File: src/rtl/wrac_pkg.sv
package wrac_pkg;
  localparam int ADDR_W = 15;
  localparam int DATA_W = 16;
  localparam int CMD_W  = 1 + ADDR_W + DATA_W;
  localparam int STS_W  = 32;
  localparam int ST_W   = 3;

  // status field positions (decoded by the host)
  localparam int STS_ST_LO   = DATA_W;
  localparam int STS_REQ_BIT = DATA_W + ST_W;
  localparam int STS_IDL_BIT = STS_REQ_BIT + 1;
  localparam int STS_INI_BIT = STS_IDL_BIT + 1;

  typedef enum logic [ST_W-1:0] {
    ST_IDLE      = 3'd0,
    ST_REQ       = 3'd2,
    ST_WAIT_DATA = 3'd4,
    ST_WAIT_CLR  = 3'd6
  } chan_state_e;

  typedef struct packed {
    logic              is_write;
    logic [ADDR_W-1:0] addr;
    logic [DATA_W-1:0] data;
  } cmd_t;
endpackage

File: src/rtl/wrac_cmd_decode.sv
module wrac_cmd_decode
  import wrac_pkg::*;
(
  input  logic [CMD_W-1:0] word_i,
  output cmd_t             cmd_o
);
  always_comb begin
    cmd_o.is_write = word_i[CMD_W-1];
    cmd_o.addr     = word_i[DATA_W +: ADDR_W];
    cmd_o.data     = word_i[DATA_W-1:0];
  end
endmodule

File: src/rtl/wrac_fsm.sv
module wrac_fsm
  import wrac_pkg::*;
(
  input  logic              clk,
  input  logic              rst_n,
  input  logic              chan_en,
  input  logic              cmd_wr,
  input  cmd_t              cmd_in,
  input  logic              vld_clr,
  input  logic              req_ready,
  input  logic              rsp_valid,
  input  logic [DATA_W-1:0] rsp_rdata,
  output chan_state_e       state_o,
  output cmd_t              cmd_q_o,
  output logic [DATA_W-1:0] rdata_q_o
);
  chan_state_e       state_q;
  cmd_t              cmd_q;
  logic [DATA_W-1:0] rdata_q;

  always_ff @(posedge clk) begin
    if (!rst_n) begin
      state_q <= ST_IDLE;
      cmd_q   <= '0;
      rdata_q <= '0;
    end else begin
      unique case (state_q)
        ST_IDLE: begin
          if (cmd_wr && chan_en) begin
            cmd_q   <= cmd_in;
            state_q <= ST_REQ;
          end
        end
        ST_REQ: begin
          if (req_ready) state_q <= ST_WAIT_DATA;
        end
        ST_WAIT_DATA: begin
          if (rsp_valid) begin
            if (cmd_q.is_write) begin
              state_q <= ST_IDLE;
            end else begin
              rdata_q <= rsp_rdata;
              state_q <= ST_WAIT_CLR;
            end
          end
        end
        ST_WAIT_CLR: begin
          if (vld_clr) state_q <= ST_IDLE;
        end
        default: state_q <= ST_IDLE;
      endcase
    end
  end

  assign state_o   = state_q;
  assign cmd_q_o   = cmd_q;
  assign rdata_q_o = rdata_q;
endmodule

File: src/rtl/wrac_status_pack.sv
module wrac_status_pack
  import wrac_pkg::*;
(
  input  chan_state_e       state_i,
  input  logic [DATA_W-1:0] rdata_i,
  input  logic              init_done_i,
  output logic              req_flag_o,
  output logic [STS_W-1:0]  status_o
);
  logic idle_flag;

  always_comb begin
    req_flag_o = (state_i == ST_REQ);
    idle_flag  = (state_i == ST_IDLE) || (state_i == ST_WAIT_CLR);
    status_o   = '0;
    status_o[DATA_W-1:0]         = rdata_i;
    status_o[STS_ST_LO +: ST_W]  = state_i;
    status_o[STS_REQ_BIT]        = req_flag_o;
    status_o[STS_IDL_BIT]        = idle_flag;
    status_o[STS_INI_BIT]        = init_done_i;
  end
endmodule

File: src/rtl/wrac_channel.sv
module wrac_channel
  import wrac_pkg::*;
(
  input  logic              clk,
  input  logic              rst_n,
  input  logic              chan_en,
  input  logic              init_done,
  input  logic              cmd_wr,
  input  logic [CMD_W-1:0]  cmd_word,
  input  logic              vld_clr,
  output logic [STS_W-1:0]  status_word,
  output logic              req_valid,
  input  logic              req_ready,
  output logic              req_write,
  output logic [ADDR_W-1:0] req_addr,
  output logic [DATA_W-1:0] req_wdata,
  input  logic              rsp_valid,
  input  logic [DATA_W-1:0] rsp_rdata
);
  cmd_t              cmd_dec;
  cmd_t              cmd_q;
  chan_state_e       state;
  logic [DATA_W-1:0] rdata_q;
  logic              req_flag;

  wrac_cmd_decode u_dec (
    .word_i (cmd_word),
    .cmd_o  (cmd_dec)
  );

  wrac_fsm u_fsm (
    .clk       (clk),
    .rst_n     (rst_n),
    .chan_en   (chan_en),
    .cmd_wr    (cmd_wr),
    .cmd_in    (cmd_dec),
    .vld_clr   (vld_clr),
    .req_ready (req_ready),
    .rsp_valid (rsp_valid),
    .rsp_rdata (rsp_rdata),
    .state_o   (state),
    .cmd_q_o   (cmd_q),
    .rdata_q_o (rdata_q)
  );

  wrac_status_pack u_sts (
    .state_i     (state),
    .rdata_i     (rdata_q),
    .init_done_i (init_done),
    .req_flag_o  (req_flag),
    .status_o    (status_word)
  );

  assign req_valid = req_flag;
  assign req_write = cmd_q.is_write;
  assign req_addr  = cmd_q.addr;
  assign req_wdata = cmd_q.data;
endmodule

File: config.mk
export PLATFORM = sky130hd
export DESIGN_NAME = wrac_channel
export DESIGN_NICKNAME = d
export VERILOG_FILES = /design/src/rtl/wrac_pkg.sv /design/src/rtl/wrac_cmd_decode.sv /design/src/rtl/wrac_fsm.sv /design/src/rtl/wrac_status_pack.sv /design/src/rtl/wrac_channel.sv
export SDC_FILE = /design/constraint.sdc
export NUM_CORES = 1
export LEC_CHECK = 0
export ABC_AREA = 1
export CORE_UTILIZATION = 45
export CTS_BUF_LIST = sky130_fd_sc_hd__clkbuf_4 sky130_fd_sc_hd__clkbuf_8
export DETAILED_ROUTE_END_ITERATION = 10
export DONT_BUFFER_PORTS = 1
export HOLD_SLACK_MARGIN = 0.15
export PLACE_DENSITY = 0.66
export SYNTH_ARGS = -nofsm -noshare
export SYNTH_HDL_FRONTEND = slang
export SYNTH_SLANG_ARGS = --single-unit
export TNS_END_PERCENT = 1
File: constraint.sdc
create_clock -name clk -period 1.89 [get_ports clk]
set_clock_uncertainty 0.15 [all_clocks]
set_input_delay 0.2835 -clock clk [delete_from_list [all_inputs] [get_ports clk]]
set_output_delay 0.2835 -clock clk [all_outputs]
set_load 0.005 [all_outputs]
==> results of run 1 <==
## worst max-delay path by stage
stage | slack (ns) | depth (start not counted) | startpoint | to
after global routing | 0.02 | 6 | u_fsm.state_o[1]$_SDFFE_PN0P_ | u_fsm.rdata_q_o[2]$_SDFFE_PN0P_
after floorplan | 0.48 | 6 | u_fsm.state_o[1]$_SDFFE_PN0P_ | u_fsm.cmd_q_o[31]$_SDFFE_PN0P_
after detailed placement | 0.23 | 6 | u_fsm.state_o[1]$_SDFFE_PN0P_ | u_fsm.cmd_q_o[11]$_SDFFE_PN0P_
after global placement | 0.28 | 6 | u_fsm.state_o[1]$_SDFFE_PN0P_ | u_fsm.cmd_q_o[13]$_SDFFE_PN0P_
final | 0.21 | 6 | u_fsm.state_o[1]$_SDFFE_PN0P_ | u_fsm.rdata_q_o[6]$_SDFFE_PN0P_
after CTS | 0.21 | 6 | u_fsm.state_o[1]$_SDFFE_PN0P_ | u_fsm.rdata_q_o[5]$_SDFFE_PN0P_
## synthesized netlist by cell type
cell / count / area [um^2]
nand2_1: 14 / 52.6
o21ai_1: 26 / 130
clkbuf_1: 1 / 3.75
inv_2: 1 / 3.75
buf_4: 14 / 105
nand3_1: 1 / 5.00
o21ai_2: 3 / 26.3
buf_6: 8 / 90.1
a21oi_1: 51 / 255
o21ai_0: 19 / 95.1
nand3_4: 1 / 17.5
conb_1: 1 / 3.75
nor2_1: 4 / 15.0
nand3_2: 1 / 10.0
buf_2: 4 / 20.0
clkbuf_2: 1 / 5.00
o21bai_1: 1 / 7.51
inv_1: 57 / 214
dfxtp_1: 50 / 1000
ha_1: 5 / 62.6
## final cells by class
type | instances | share of cell area [%]
multi-input cells | 137 | 26.8
well taps | 52 | 2.43
clock inverters | 1 | 0.187
repair buffers | 57 | 21.8
inverters | 58 | 8.12
clock buffers | 7 | 3.36
flip-flops and latches | 50 | 37.3
## metrics by stage
step	power (mW)	setup slack, ns
after CTS	2.88	0.208
after floorplan	2.10	0.482
after global routing	3.08	0.0233
after detailed placement	2.13	0.233
after global placement	2.12	0.280
final	2.86	0.208
## power groups by stage
stage,logic (mW),clock network (mW),registers (mW)
after global placement,0.686,0,1.43
after detailed placement,0.699,0,1.43
after floorplan,0.696,0,1.41
after global routing,0.955,0.692,1.44
final,0.819,0.631,1.41
after CTS,0.809,0.664,1.41
## tightest hold or removal path, stage by stage
cell	delay [ns]
inv_1	0.03
nand2_1	0.06
nand2_1	0.07
nor2_1	0.03
nand2_1	0.04
a21oi_1	0.06
## repair_timing
| action | in CTS | in global routing |
|---|---|---|
| endpoints found under the setup margin | 0 | 0 |
| resized for setup | 0 | 0 |
| hold buffers | 53 | 0 |
| endpoints found under the hold margin | 50 | 0 |
## metal layers
metal  vias up  part of all wire [%]  wire length, um
met5         -                     0                0
met3         6                   8.4              389
met1       750                    40             1840
met2        73                    51             2350
li1        895                     -                -
met4         0                   1.0               46
## cell families (layout without fill, tap and decap cells)
family	count (synthesis)	count (layout)
other cells	1	11
compound gates	100	100
buf+inv	86	123
simple gates	21	21
flops	50	50
fa+ha+maj	5	5
## state kept, by name (all words and copies together), names as in the netlist
signal	flops
u_fsm.cmd_q_o	32
u_fsm.rdata_q_o	16
u_fsm.state_o	2
==> impl_metrics.csv, run 1 <==
group,metric,value,unit
layout,synthToLayoutAreaGrowth,26.2,%
layout,layout-drive-gt1-share,6.13,%
worst_setup_path,crit_path_cell_trace,"inv_1 -> ha_1 -> nand3_2 -> buf_4 -> o21ai_0 -> a21oi_1",
yosys,synth-xor-area-share,0,%
clocking,cts_setup_buffers,0,
clocking,clockRootBuffer,"clkbuf_8",
placement,gp_congestion,0.716,
clocking,clk_pin_slew,0.09,ns
floorplanning,start_util,47.8,%
yosys,synth-compound-area-share,24.2,%
layout,fill_cells,384,
placement,placed_area,2040,um^2
global_routing,grt_pass1_vias,1782,
yosys,synthAdderAreaFrac,2.95,%
sta,final-hold-violation-count,0,
route,drt_iter0_drc,81,
clocking,clkLatencyLatePin,0.29,ns
floorplanning,die_y,70.7,um
route,dr_total_vias,1724,
floorplanning,ioPinCount,121,
sta,fin_tns_setup,0,ns
global_routing,grt_pass1_wl,7640,um
sta,holdWs,0.168,ns
clocking,cts_buffers,5,
yosys,ys_ff_latch,50,
pwr,p_sw_share,33.2,%
floorplanning,dieWidth,70.7,um
min_path,hold_depth,6,
yosys,synth-simple-area-share,4.71,%
layout,multiInputGateArea,718,um^2
pwr,p_comb_share,28.6,%
sta,slew_violations,0,
global_routing,met1_usage,20.1,%
sta,post-route-min-period,1.68,ns
worst_setup_path,worstPathArrival,1.76,ns
route,drtAntennaViolNets,0,
global_routing,grt_max_degree,51,
clocking,cts_tree,"yes",
sta,fmax,594,MHz
yosys,syn_area,2120,um^2
global_routing,grtUsageMet3,6.55,%
clocking,clockBufferDepth,2,
worst_setup_path,crit_type,"reg -> reg",
yosys,synth_top_family_by_area,"compound AO/OA/AOI/OAI gates",
sta,rsz0062_at_grt,"false",
layout,stdcell_count,362,
global_routing,grt_use_met2,35.8,%
placement,hpwl,2670,um
worst_setup_path,start_kind,"flip-flop",
min_path,hold_end,"u_fsm.state_o[1]$_SDFFE_PN0P_",
pwr,switchingPower,952,uW
route,wl_per_cell,12.8,um
run,max-cap-violations,0,
layout,regArea,1000,um^2
layout,final_cell_mix,"57 x inv_1, 52 x dlygate4sd3_1, 51 x a21oi_1",
yosys,netlist_instances,263,
global_routing,grt_use_total,19.1,%
yosys,synthDistinctLibCells,20,
route,avgViaCountPerCell,4.76,
worst_setup_path,r2r_end,"u_fsm.rdata_q_o[6]$_SDFFE_PN0P_",
route,drc_errors,16,
worst_setup_path,endpoint_kind,"flip-flop",
run_status,violations,"design-rule violations",
global_routing,overflow,0,
global_routing,grt-busiest-layer,"met2",
worst_setup_path,max_stage_delay,0.42,ns
pwr,p_leak,1.08,nW
pwr,internal_power,1.91,mW
pwr,powerDensity,1070,nW/um^2
floorplanning,num_rows,24,
worst_setup_path,worstRegToRegCells,6,
yosys,ys_seq_area_share,47.1,%
worst_setup_path,critPathTopFamily,"flip-flops",
floorplanning,core_area,4440,um^2
yosys,syn_avg_cell_area,8.07,um^2
clocking,cts_htree_levels,2,
placement,port_buffers,0,
min_path,holdCritStartpoint,"req_ready",
floorplanning,dieArea,5000,um^2
run_status,status,"finished with violations",
pwr,peakVddDrop,0.000645,V
yosys,yosysWarnings,0,
worst_setup_path,r2r_slack,0.21,ns
layout,design_area,2680,um^2
sta,setup_violations,0,
pwr,pwr-share-seq,49.3,%
layout,finalNetCount,370,
pwr,clkPwrFrac,22.0,%
worst_setup_path,required,1.96,ns
clocking,cts_sinks,50,
min_path,hold_class,"in -> reg",
layout,fin_util,60.3,%
global_routing,antenna_found_initial,0,
layout,diodes,0,
layout,layout_commonest_cell,"inv_1",
worst_setup_path,reg2reg_from,"u_fsm.state_o[1]$_SDFFE_PN0P_",
route,wl,4620,um
sta,finalCritPeriodShare,89.0,%
worst_setup_path,worst-path-buf-inv,2,
worst_setup_path,path_max_fanout,32,
placement,placed_cells,301,
worst_setup_path,crit_slowest_cell,"dfxtp_1",
route,drtPass1Iterations,7,
yosys,synth_mux_area_share,0,%
No activity file was read; power rests on OpenSTA's default activity.
==> run 2: changes to the inputs <==
--- a/config.mk
+++ b/config.mk
@@ -6,12 +6,12 @@
 export NUM_CORES = 1
 export LEC_CHECK = 0
 export ABC_AREA = 1
-export CORE_UTILIZATION = 45
+export CORE_UTILIZATION = 25
 export CTS_BUF_LIST = sky130_fd_sc_hd__clkbuf_4 sky130_fd_sc_hd__clkbuf_8
 export DETAILED_ROUTE_END_ITERATION = 10
 export DONT_BUFFER_PORTS = 1
 export HOLD_SLACK_MARGIN = 0.15
-export PLACE_DENSITY = 0.66
+export PLACE_DENSITY = 0.49
 export SYNTH_ARGS = -nofsm -noshare
 export SYNTH_HDL_FRONTEND = slang
 export SYNTH_SLANG_ARGS = --single-unit
==> impl_metrics.csv, run 2 (synthesis gave the netlist of run 1 again) <==
group,metric,value,unit
layout,layout-drive-gt1-share,5.50,%
sta,worst_slack,0.198,ns
pwr,peakVddDrop,0.000458,V
worst_setup_path,start_kind,"flip-flop",
route,met1Wirelength,2180,um
floorplanning,dieWidth,94.2,um
placement,gp_congestion,0.741,
sta,final-hold-violation-count,0,
clocking,cts_tree,"yes",
layout,finalNetCount,370,
worst_setup_path,max_stage_delay,0.37,ns
worst_setup_path,endpoint_kind,"flip-flop",
worst_setup_path,required,1.96,ns
worst_setup_path,crit_type,"reg -> reg",
floorplanning,start_util,25.8,%
floorplanning,num_rows,33,
floorplanning,core_area,8220,um^2
pwr,pwr-share-seq,47.3,%
sta,holdWs,0.163,ns
pwr,powerDensity,1080,nW/um^2
layout,multiInputGateArea,736,um^2
layout,final_cell_mix,"57 x inv_1, 53 x dlygate4sd3_1, 51 x a21oi_1",
layout,layout_commonest_cell,"inv_1",
worst_setup_path,crit_slowest_cell,"dfxtp_1",
sta,slew_violations,0,
route,wl_met3,375,um
global_routing,grt_pass1_wl,7490,um
placement,hpwl,2990,um
floorplanning,ioPinCount,121,
worst_setup_path,path_max_fanout,16,
global_routing,antenna_found_initial,1,
pwr,power,3.01,mW
sta,post-route-min-period,1.69,ns
clocking,clkLatencyLatePin,0.29,ns
pwr,switchingPower,987,uW
pwr,p_comb_share,27.2,%
sta,fmax,591,MHz
pwr,clkPwrFrac,25.5,%
clocking,cts_sinks,50,
pwr,internal_power,2.03,mW
route,top_layer,"met4",
sta,rsz0062_at_grt,"false",
layout,synthToLayoutAreaGrowth,31.5,%
clocking,clk_pin_slew,0.08,ns
run,max-cap-violations,0,
clocking,cts_htree_levels,2,
layout,largest_register_ffs,32,
layout,fill_cells,862,
placement,port_buffers,0,
route,drc_errors,0,
clocking,clockRootBuffer,"clkbuf_8",
floorplanning,die_y,94.2,um
floorplanning,dieArea,8870,um^2
route,wl_per_cell,12.0,um
clocking,clockBufferDepth,2,
layout,fin_util,34.0,%
route,drtPass1Iterations,4,
route,wl,5000,um
clocking,cts_buffers,5,
layout,regArea,1000,um^2
route,drtAntennaViolNets,0,
pwr,p_leak,1.09,nW
run_status,status,"finished clean",
global_routing,grt_max_degree,51,
worst_setup_path,worstPathArrival,1.76,ns
placement,pre_cts_ws,-0.00687,ns
worst_setup_path,critPathTopFamily,"flip-flops",
worst_setup_path,worst-path-buf-inv,1,
route,wl_met2,2390,um
min_path,hold_class,"in -> reg",
sta,setup_violations,0,
pwr,p_sw_share,32.7,%
sta,finalCritPeriodShare,89.5,%
global_routing,grt_pass1_vias,1627,
route,drt_iter0_drc,47,
route,dr_total_vias,1737,
route,avgViaCountPerCell,4.19,
worst_setup_path,crit_path_cell_trace,"inv_1 -> ha_1 -> nand3_2 -> a21oi_1",
global_routing,grt_use_total,10.7,%
global_routing,overflow,0,
run 2: cell count changes in the layout (fill, tap and decap cells not counted), sizes merged:
cell | previous run | this run
diode | 0 | 1
bufinv | 0 | 1
clkbuf | 7 | 6
nand3 | 3 | 4
buf | 5 | 3
dlygate4sd3 | 52 | 53
clkinv | 1 | 0
run 2: worst reg2reg max path: cells and delay by family, from the launching register on:
kind,cells,cell delay [ns]
DFF,1,0.37
buffers and inverters,1,0.16
and+or+nand+nor,1,0.34
adders and majority gates,1,0.35
AOI/OAI and AO/OA,1,0.25
run 2: path summary, 6_finish.rpt:
check	from	slack [ns]	end	cells past startpoint
setup / recovery	u_fsm.state_o[1]$_SDFFE_PN0P_	0.20	u_fsm.rdata_q_o[0]$_SDFFE_PN0P_	4
hold / removal	chan_en	0.16	u_fsm.state_o[1]$_SDFFE_PN0P_	4
setup reg to reg	u_fsm.state_o[1]$_SDFFE_PN0P_	0.20	u_fsm.rdata_q_o[0]$_SDFFE_PN0P_	4
hold reg to reg	u_fsm.cmd_q_o[19]$_SDFFE_PN0P_	0.31	u_fsm.cmd_q_o[19]$_SDFFE_PN0P_	2
run 2: routing by layer:
layer,track usage (%),up-vias
met5,0,-
met4,3.85,0
met3,3.64,4
met2,19.3,70
met1,11.5,764
li1,-,899
run 2: layout make-up:
class	count	share of cell area [%]
antenna	1	0.0896
clock inverter	1	1.08
tap	105	4.71
inverter	58	7.80
timing repair buffer	56	21.2
clock buffer	6	2.96
sequential	50	35.9
multi-input combinational	138	26.4
run 2: per-stage QoR:
stage	instances	area [um^2]	TNS [ns]
finish	415	2790	0
global route	414	2790	0
CTS	413	2780	0
detailed placement	352	2110	-0.00687
global placement	352	2110	0
floorplan	273	2160	0
run 2: power groups by stage:
| stage | clock network [mW] | logic (mW) | registers (mW) |
|---|---|---|---|
| after floorplan | 0 | 0.696 | 1.41 |
| after global placement | 0 | 0.672 | 1.45 |
| after detailed placement | 0 | 0.686 | 1.45 |
| after CTS | 0.813 | 0.807 | 1.43 |
| after global routing | 0.848 | 0.950 | 1.46 |
| final | 0.768 | 0.821 | 1.43 |
run 2: what timing repair did:
action,4_1_cts,5_1_grt
setup buffers,0,0
endpoints found under the hold margin,50,0
hold buffers,54,0
pin swaps,0,1
cloned,0,1
gates resized for setup,1,0
endpoints found under the setup margin,6,3
==> run 3: changes to the inputs <==
--- a/config.mk
+++ b/config.mk
@@ -6,12 +6,13 @@
 export NUM_CORES = 1
 export LEC_CHECK = 0
 export ABC_AREA = 1
+export BUFFER_PORTS_ARGS = -buffer_cell sky130_fd_sc_hd__buf_4
+export CORE_ASPECT_RATIO = 1.5
 export CORE_UTILIZATION = 25
 export CTS_BUF_LIST = sky130_fd_sc_hd__clkbuf_4 sky130_fd_sc_hd__clkbuf_8
 export DETAILED_ROUTE_END_ITERATION = 10
-export DONT_BUFFER_PORTS = 1
 export HOLD_SLACK_MARGIN = 0.15
-export PLACE_DENSITY = 0.49
+export PLACE_DENSITY = 0.63
 export SYNTH_ARGS = -nofsm -noshare
 export SYNTH_HDL_FRONTEND = slang
 export SYNTH_SLANG_ARGS = --single-unit
==> constraint.sdc (replaced) <==
create_clock -name clk -period 1.4 [get_ports clk]
set_clock_uncertainty 0.15 [all_clocks]
set_input_delay 0.21 -clock clk [delete_from_list [all_inputs] [get_ports clk]]
set_output_delay 0.21 -clock clk [all_outputs]
set_load 0.005 [all_outputs]
==> impl_metrics.csv, run 3 (synthesis gave the netlist of run 1 again) <==
group,metric,value,unit
placement,pre_cts_ws,-0.0550,ns
layout,fill_cells,767,
route,drtAntennaViolNets,0,
global_routing,grt_pass1_vias,2134,
clocking,cts_buffers,5,
sta,final-hold-violation-count,0,
layout,layout-drive-gt1-share,39.0,%
sta,holdWs,0.222,ns
route,drc_errors,0,
run,max-cap-violations,0,
placement,gp_congestion,0.686,
route,drt_iter0_drc,74,
worst_setup_path,worstRegToRegCells,9,
clocking,cts_tree,"yes",
floorplanning,start_util,26.2,%
layout,layout_commonest_cell,"buf_4",
global_routing,overflow,0,
layout,finalNetCount,484,
min_path,hold_class,"in -> reg",
placement,hpwl,3830,um
sta,setup_violations,16,
worst_setup_path,max_stage_delay,0.37,ns
worst_setup_path,crit_top_cell,"buf_6",
min_path,hold_depth,4,
route,drtPass1Iterations,4,
floorplanning,core_area,8110,um^2
worst_setup_path,required,1.04,ns
worst_setup_path,r2r_slack,-0.04,ns
clocking,clk_pin_slew,0.09,ns
route,wl_per_cell,11.7,um
global_routing,grt_use_total,13.6,%
route,dr_total_vias,2188,
sta,slew_violations,0,
global_routing,antenna_found_initial,0,
run_status,status,"finished with violations",
sta,finalCritPeriodShare,105,%
route,avgViaCountPerCell,4.14,
worst_setup_path,crit_slowest_cell,"dfxtp_2",
floorplanning,die_y,115,um
worst_setup_path,startpoint,"u_fsm.state_o[2]$_SDFFE_PN0P_",
global_routing,grt_pass1_wl,9500,um
worst_setup_path,worstPathArrival,1.10,ns
clocking,cts_htree_levels,2,
worst_setup_path,reg2reg_from,"u_fsm.state_o[2]$_SDFFE_PN0P_",
layout,multiInputGateArea,833,um^2
clocking,clockBufferDepth,2,
layout,synthToLayoutAreaGrowth,78.3,%
worst_setup_path,path_max_fanout,3,
floorplanning,dieArea,8870,um^2
clocking,clockRootBuffer,"clkbuf_8",
layout,largest_register_ffs,32,
route,wl,6200,um
floorplanning,num_rows,40,
worst_setup_path,r2r_end,"u_fsm.state_o[2]$_SDFFE_PN0P_",
layout,regArea,1010,um^2
sta,worst_slack,-0.0642,ns
layout,final_cell_mix,"112 x buf_4, 54 x inv_1, 49 x a21oi_1",
layout,design_area,3790,um^2
floorplanning,dieWidth,77.2,um
pwr,p_leak,1.70,nW
layout,diodes,0,
worst_setup_path,crit_type,"reg -> out",
clocking,clkLatencyLatePin,0.29,ns
clocking,cts_sinks,50,
global_routing,grt_max_degree,51,
floorplanning,ioPinCount,121,
placement,port_buffers,107,
worst_setup_path,endpoint_kind,"output port",
worst_setup_path,start_kind,"flip-flop",
run_status,violations,"negative setup slack",
sta,rsz0062_at_grt,"true",
placement,placed_area,3010,um^2
pwr,peakVddDrop,0.000924,V
worst_setup_path,crit_end,"req_valid",
layout,fin_util,46.7,%
worst_setup_path,crit_path_cell_trace,"inv_4 -> buf_6 -> ha_4 -> buf_6",
pwr,power,5.24,mW
pwr,powerDensity,1380,nW/um^2
sta,fmax,683,MHz
sta,post-route-min-period,1.46,ns
==> run 3: repair_timing <==
| action | in CTS | in global routing |
|---|---|---|
| hold endpoints to repair | 48 | 0 |
| hold buffers | 48 | 0 |
| setup buffers | 5 | 0 |
| gates resized for setup | 14 | 42 |
| endpoints found under the setup margin | 46 | 47 |
| pin swaps | 3 | 7 |
==> run 3: per-stage QoR <==
stage	TNS, ns	cells
2_1_floorplan	0	273
3_3_place_gp	-0.211	469
3_5_place_dp	-0.746	469
4_1_cts	-0.572	528
5_1_grt	-1.84	528
6_report	-0.338	528
==> run 3: area by class of cell <==
| type | count | share of cell area, % |
|---|---|---|
| multi-input combinational | 137 | 22.0 |
| inverter | 58 | 5.88 |
| tap | 105 | 3.47 |
| timing repair buffer | 171 | 39.1 |
| clock inverter | 1 | 0.793 |
| clock buffer | 6 | 2.18 |
| sequential | 50 | 26.6 |
==> run 3: critical path, delay by kind of cell (launching register included) <==
family	cells	cell delay, ns
flip-flops	1	0.37
adder cells (fa/ha/maj)	1	0.17
buffers and inverters	3	0.27
==> run 3: how the worst min path moves through the flow <==
| stage | from | to |
|---|---|---|
| after global routing | rst_n | u_fsm.cmd_q_o[3]$_SDFFE_PN0P_ |
| after detailed placement | init_done | status_word[21] |
| final | rst_n | u_fsm.cmd_q_o[18]$_SDFFE_PN0P_ |
| after floorplan | cmd_word[29] | u_fsm.cmd_q_o[29]$_SDFFE_PN0P_ |
| after global placement | init_done | status_word[21] |
| after CTS | req_ready | u_fsm.state_o[1]$_SDFFE_PN0P_ |
==> run 3: metal layers <==
| metal | global-route usage (%) | wire [um] | vias up |
|---|---|---|---|
| met5 | 0 | 0 | - |
| met4 | 7.30 | 199 | 0 |
| met3 | 2.78 | 321 | 17 |
| met2 | 25.4 | 3350 | 81 |
| met1 | 14.0 | 2330 | 967 |
| li1 | - | - | 1123 |
==> run 3: where the power goes <==
part	switching [mW]	leakage (nW)	internal, mW
Sequential	0.158	0.410	1.71
Combinational	1.05	1.24	1.28
Clock	0.461	0.0573	0.572
Total	1.67	1.70	3.56
